--- src/rtl/rs_pkg.sv ---
package rs_pkg;
  localparam int CMD_W   = 5;
  localparam int REQ_BIT = 1;

  typedef enum logic [2:0] {
    S_IDLE,
    S_PULL_SCL,
    S_SDA_REL,
    S_SCL_REL,
    S_BOTH_HI,
    S_SDA_LOW
  } seqState_t;

  typedef struct packed {
    logic accept;
    logic loadCnt;
    logic setIrq;
    logic setBcol;
    logic clrReq;
  } dpCtl_t;
endpackage

--- src/rtl/rs_ctrl.sv ---
module rs_ctrl
  import rs_pkg::*;
(
  input  logic   clk,
  input  logic   rstN,
  input  logic   reqWrite,
  input  logic   otherBusy,
  input  logic   sclIn,
  input  logic   sdaIn,
  input  logic   timeout,
  output dpCtl_t ctl,
  output logic   busy,
  output logic   sclDriveLow,
  output logic   sdaDriveLow
);
  seqState_t state, stateNext;
  logic holdSda, holdSdaNext;

  always_comb begin
    stateNext   = state;
    holdSdaNext = holdSda;
    ctl         = '0;
    case (state)
      S_IDLE: begin
        if (reqWrite && !otherBusy) begin
          ctl.accept  = 1'b1;
          holdSdaNext = 1'b0;
          stateNext   = S_PULL_SCL;
        end
      end
      S_PULL_SCL: begin
        if (!sclIn) begin
          ctl.loadCnt = 1'b1;
          stateNext   = S_SDA_REL;
        end
      end
      S_SDA_REL: begin
        if (timeout && sdaIn) stateNext = S_SCL_REL;
      end
      S_SCL_REL: begin
        if (sclIn) begin
          if (!sdaIn) begin
            ctl.setBcol = 1'b1;
            ctl.clrReq  = 1'b1;
            holdSdaNext = 1'b0;
            stateNext   = S_IDLE;
          end else begin
            ctl.loadCnt = 1'b1;
            stateNext   = S_BOTH_HI;
          end
        end
      end
      S_BOTH_HI: begin
        if (!sclIn) begin
          ctl.setBcol = 1'b1;
          ctl.clrReq  = 1'b1;
          holdSdaNext = 1'b0;
          stateNext   = S_IDLE;
        end else if (timeout) begin
          ctl.loadCnt = 1'b1;
          holdSdaNext = 1'b1;
          stateNext   = S_SDA_LOW;
        end
      end
      S_SDA_LOW: begin
        if (timeout) begin
          ctl.setIrq = 1'b1;
          ctl.clrReq = 1'b1;
          stateNext  = S_IDLE;
        end
      end
      default: stateNext = S_IDLE;
    endcase
  end

  always_ff @(posedge clk or negedge rstN) begin
    if (!rstN) begin
      state   <= S_IDLE;
      holdSda <= 1'b0;
    end else begin
      state   <= stateNext;
      holdSda <= holdSdaNext;
    end
  end

  assign busy        = (state != S_IDLE);
  assign sclDriveLow = (state == S_PULL_SCL) || (state == S_SDA_REL);
  assign sdaDriveLow = holdSda;
endmodule

--- src/rtl/rs_dp.sv ---
module rs_dp
  import rs_pkg::*;
#(
  parameter int CNT_W = 7,
  parameter int BUF_W = 8
) (
  input  logic             clk,
  input  logic             rstN,
  input  dpCtl_t           ctl,
  input  logic             busy,
  input  logic             otherBusy,
  input  logic [CNT_W-1:0] reloadVal,
  input  logic             cmdWrite,
  input  logic [CMD_W-1:0] cmdData,
  input  logic             bufWrite,
  input  logic [BUF_W-1:0] bufData,
  input  logic             sclIn,
  input  logic             sdaIn,
  output logic             timeout,
  output logic [CMD_W-1:0] cmdBits,
  output logic [BUF_W-1:0] bufOut,
  output logic             startSeen,
  output logic             irqFlag,
  output logic             bcolFlag,
  output logic             wcolFlag
);
  logic [CNT_W-1:0] baudCnt;
  logic sdaPrev;
  logic startEdge;

  assign timeout   = (baudCnt == '0);
  assign startEdge = sdaPrev && !sdaIn && sclIn;

  always_ff @(posedge clk or negedge rstN) begin
    if (!rstN) begin
      baudCnt <= '0;
    end else if (ctl.loadCnt) begin
      baudCnt <= reloadVal;
    end else if (!timeout) begin
      baudCnt <= baudCnt - 1'b1;
    end
  end

  always_ff @(posedge clk or negedge rstN) begin
    if (!rstN) begin
      cmdBits <= '0;
    end else if (ctl.clrReq) begin
      cmdBits[REQ_BIT] <= 1'b0;
    end else if (cmdWrite && !busy) begin
      cmdBits          <= cmdData;
      cmdBits[REQ_BIT] <= cmdData[REQ_BIT] && !otherBusy;
    end
  end

  always_ff @(posedge clk or negedge rstN) begin
    if (!rstN) begin
      bufOut <= '0;
    end else if (bufWrite && !busy) begin
      bufOut <= bufData;
    end
  end

  always_ff @(posedge clk or negedge rstN) begin
    if (!rstN) begin
      sdaPrev   <= 1'b1;
      startSeen <= 1'b0;
      irqFlag   <= 1'b0;
      bcolFlag  <= 1'b0;
      wcolFlag  <= 1'b0;
    end else begin
      sdaPrev <= sdaIn;
      if (ctl.accept) begin
        startSeen <= 1'b0;
        irqFlag   <= 1'b0;
        bcolFlag  <= 1'b0;
        wcolFlag  <= 1'b0;
      end else begin
        if (startEdge)          startSeen <= 1'b1;
        if (ctl.setIrq)         irqFlag   <= 1'b1;
        if (ctl.setBcol)        bcolFlag  <= 1'b1;
        if (bufWrite && busy)   wcolFlag  <= 1'b1;
      end
    end
  end
endmodule

--- src/rtl/rs_top.sv ---
module rs_top
  import rs_pkg::*;
#(
  parameter int CNT_W = 7,
  parameter int BUF_W = 8
) (
  input  logic             clk,
  input  logic             rstN,
  input  logic [CNT_W-1:0] reloadVal,
  input  logic             otherBusy,
  input  logic             cmdWrite,
  input  logic [CMD_W-1:0] cmdData,
  output logic [CMD_W-1:0] cmdBits,
  input  logic             bufWrite,
  input  logic [BUF_W-1:0] bufData,
  output logic [BUF_W-1:0] bufOut,
  input  logic             sclIn,
  input  logic             sdaIn,
  output logic             sclDriveLow,
  output logic             sdaDriveLow,
  output logic             startSeen,
  output logic             irqFlag,
  output logic             bcolFlag,
  output logic             wcolFlag
);
  dpCtl_t ctl;
  logic   busy;
  logic   timeout;
  logic   reqWrite;

  assign reqWrite = cmdWrite && cmdData[REQ_BIT];

  rs_ctrl u_ctrl (
    .clk(clk), .rstN(rstN), .reqWrite(reqWrite), .otherBusy(otherBusy),
    .sclIn(sclIn), .sdaIn(sdaIn), .timeout(timeout), .ctl(ctl),
    .busy(busy), .sclDriveLow(sclDriveLow), .sdaDriveLow(sdaDriveLow)
  );

  rs_dp #(.CNT_W(CNT_W), .BUF_W(BUF_W)) u_dp (
    .clk(clk), .rstN(rstN), .ctl(ctl), .busy(busy), .otherBusy(otherBusy),
    .reloadVal(reloadVal), .cmdWrite(cmdWrite), .cmdData(cmdData),
    .bufWrite(bufWrite), .bufData(bufData), .sclIn(sclIn), .sdaIn(sdaIn),
    .timeout(timeout), .cmdBits(cmdBits), .bufOut(bufOut),
    .startSeen(startSeen), .irqFlag(irqFlag), .bcolFlag(bcolFlag),
    .wcolFlag(wcolFlag)
  );
endmodule

--- config.mk ---
export PLATFORM = sky130hd
export DESIGN_NAME = rs_top
export DESIGN_NICKNAME = d
export VERILOG_FILES = /design/src/rtl/rs_pkg.sv /design/src/rtl/rs_ctrl.sv /design/src/rtl/rs_dp.sv /design/src/rtl/rs_top.sv
export SDC_FILE = /design/constraint.sdc
export NUM_CORES = 1
export LEC_CHECK = 0
export ABC_AREA = 1
export BUFFER_PORTS_ARGS = -buffer_cell sky130_fd_sc_hd__buf_2
export CAP_MARGIN = 40
export CORE_UTILIZATION = 46
export CTS_CLUSTER_SIZE = 24
export DETAILED_ROUTE_END_ITERATION = 16
export GPL_ROUTABILITY_DRIVEN = 1
export GPL_TIMING_DRIVEN = 1
export PLACE_DENSITY_LB_ADDON = 0.08
export SLEW_MARGIN = 20
export SYNTH_ARGS = -nofsm -noshare
export SYNTH_HDL_FRONTEND = slang
export SYNTH_HIERARCHICAL = 1
export SYNTH_SLANG_ARGS = --single-unit
--- constraint.sdc ---
create_clock -name clk -period 1.8 [get_ports clk]
set_input_delay 0.36 -clock clk [delete_from_list [all_inputs] [get_ports clk]]
set_output_delay 0.36 -clock clk [all_outputs]
set_load 0.02 [all_outputs]
==> impl_metrics.json <==
{
  "status": "finished, final reports clean",
  "die_h_um": 60.5,
  "worst_hold_slack_ns": 0.0464,
  "fin_crit_sh": 0.953,
  "peakVddDrop_v": 0.000818,
  "layout.nets": 274,
  "grt_use_total": 0.195,
  "drive_gt1_frac": 0.407,
  "synth_most_common_cell": "nand2_1",
  "drt_iter0_markers": 58,
  "ff2ff_path_depth": 10,
  "critical_path_class": "flop to primary output",
  "pre_cts_ws_ns": -0.0145,
  "timing.final.ws_setup_ns": 0.0841,
  "period_minus_slack_ns": 1.72,
  "grt_pass1_wl_um": 5180,
  "p_leak_nw": 1.11,
  "die_w_um": 60.5,
  "path_clk_slew_ns": 0.10,
  "placed_area_um2": 1900,
  "coreArea_um2": 3150,
  "async_reset_ff_frac": 1.00,
  "io_pins": 46,
  "synth_area_leaders": "dfrtp_1 (45%), nand2_1 (12%), mux2_2 (5.7%)",
  "worstPathRequired_ns": 1.44,
  "r2r-end": "u_dp/baudCnt[5]",
  "seq_area_frac_synth": 0.463,
  "die_area_um2": 3650,
  "io_buffers": 45,
  "worstSetupEndpointType": "primary output",
  "synth_edf_count": 0,
  "synthCells": 184,
  "netlist.area_leader.share": 0.446,
  "clock_skew_ns": 0.0105,
  "yosys_warnings": 6,
  "area_growth_pct": 29.4,
  "fmax_mhz": 583,
  "vias": 1413,
  "grt_overflow_total": 0,
  "drc": 0,
  "finalHoldViolations": 0,
  "cp-endpoint": "sclDriveLow",
  "path_max_fanout": 7,
  "grt_max_degree": 30,
  "avgViaCountPerCell": 4.87,
  "ys.flop_type": "dfrtp_1",
  "cts_hold_buf": 0,
  "cts_tree": "done",
  "hpwl_um": 2480,
  "syn_area_um2": 1570,
  "cts_htree_levels": 2,
  "setup_viol": 0,
  "startpoint": "u_ctrl/state[0]",
  "synth_cell_types": 28,
  "worstMarginPinSlew_ns": 0.657,
  "numCtsBuffers": 5,
  "synth-seq-cells": 29,
  "worstSetupStartpointType": "flop",
  "place.gp.congestion": 0.904,
  "slew_headroom": 0.562,
  "clockRootBuffer": "clkbuf_4",
  "antenna_found_initial": 0,
  "slew_viol_final": 0,
  "start_util": 0.498,
  "clockBufferDepth": 2,
  "netlist.top_cell.by_area": "dfrtp_1",
  "timing.rr.start": "u_ctrl/state[2]",
  "drt_wl_total_um": 3380,
  "diodes": 0,
  "clk_latency_ns": 0.33,
  "power.density_nw_per_um2": 1880,
  "cap_viol_max_count": 0,
  "finalInstanceArea_um2": 2030,
  "cp_data_arrival_time_ns": 1.36,
  "r2r_slack_ns": 0.10,
  "wire_per_inst_um": 11.7,
  "rows": 20,
  "hold_path.class": "input pin to asynchronous set/reset pin",
  "first_pass_iters": 4,
  "rsz0062_at_grt": "yes",
  "syn_nets": 213,
  "syn_avg_cell_area_um2": 8.54,
  "grt_pass1_vias": 1280,
  "synth_commonest_cells": "nand2_1 (50), dfrtp_1 (28), inv_1 (21)",
  "ant_nets": 0,
  "clkSinkCount": 29
}
## logic make-up after synthesis
logic type / Yosys count / share of synthesized area
muxes: 8 / 0.0573
buffers and inverters: 26 / 0.0701
DFF: 29 / 0.463
and+or+nand+nor: 98 / 0.308
xor gates and xnor gates: 2 / 0.0111
adders and majority gates: 2 / 0.0159
AOI/OAI and AO/OA: 19 / 0.0748
## placed cells by master (no fill, tap or decap)
cell type / instances
nand2_1: 49
buf_2: 44
dfrtp_1: 26
inv_1: 19
nor2_1: 14
nand3_1: 13
buf_4: 12
mux2_2: 8
o21ai_0: 6
clkbuf_4: 5
nor2_4: 5
inv_2: 4
nand2_2: 4
o21ai_1: 4
nand4_1: 4
a21oi_1: 4
nand2_4: 3
clkbuf_8: 2
dfrtp_2: 2
nand3b_1: 2
o21ai_2: 2
clkinv_2: 1
o211ai_1: 1
nor2_2: 1
o21a_4: 1
nor2_8: 1
xnor2_1: 1
or2_2: 1
xor2_1: 1
nand3_2: 1
o31ai_1: 1
ha_4: 1
ha_1: 1
buf_12: 1
dfstp_2: 1
## cell type report
class	count	area (µm²)
fillers	284	1120
multi-input cells	129	762
flip-flops and latches	29	729
repair buffers	57	330
inverters	23	86.3
clock buffers	7	65.1
well taps	44	55.1
clock inverters	1	5.00
## metrics by stage
step           setup TNS, ns  std cells  power [mW]   util
6_report                   0        290        3.83  0.645
3_3_place_gp               0        279        3.14  0.601
5_1_grt              -0.0193        290        4.13  0.645
3_5_place_dp         -0.0309        279        3.22  0.601
4_1_cts                    0        288        3.71  0.627
2_1_floorplan              0        184        2.63      -
## per-layer routing
metal,wire (µm),part of all wire,global-route usage
met2,1720,0.51,0.353
met5,0,0,0
met1,1470,0.44,0.214
met3,131,0.039,0.0448
met4,59,0.017,0.0909
## worst min-delay path by stage
stage          slack [ns]            endpoint  startpoint  cells past startpoint
6_report             0.05     u_ctrl/state[0]        rstN                      1
5_1_grt              0.08     u_ctrl/state[0]        rstN                      1
4_1_cts              0.06     u_ctrl/state[0]        rstN                      1
3_5_place_dp         0.43     u_ctrl/state[0]        rstN                      1
3_3_place_gp         0.42     u_ctrl/state[0]        rstN                      1
2_1_floorplan        0.06  u_ctrl/sdaDriveLow        rstN                      0
## registers in the layout, indices dropped and copies added, names as in the netlist
register            cells
u_ctrl/sdaDriveLow      1
u_ctrl/state            3
u_dp/baudCnt            7
u_dp/bcolFlag           1
u_dp/bufOut             8
u_dp/cmdBits            5
u_dp/irqFlag            1
u_dp/sdaPrev            1
u_dp/startSeen          1
u_dp/wcolFlag           1
## power by group
part / internal, mW / switching, mW
Clock: 0.226 / 0.233
Combinational: 0.914 / 1.25
Sequential: 0.972 / 0.236
## timing repair
item	CTS	global route
endpoints found under the setup margin	3	16
gates resized for setup	1	11
setup buffers	1	2
cloned	0	0
pin swaps	0	4
## critical path, stage by stage (launching register included)
cell and delay [ns]:
dfrtp_1 0.45, buf_4 0.18, nor2_2 0.12, nand2_1 0.06, nand2_1 0.08, buf_4 0.14
Note: power is estimated with default switching activity, not from simulation.
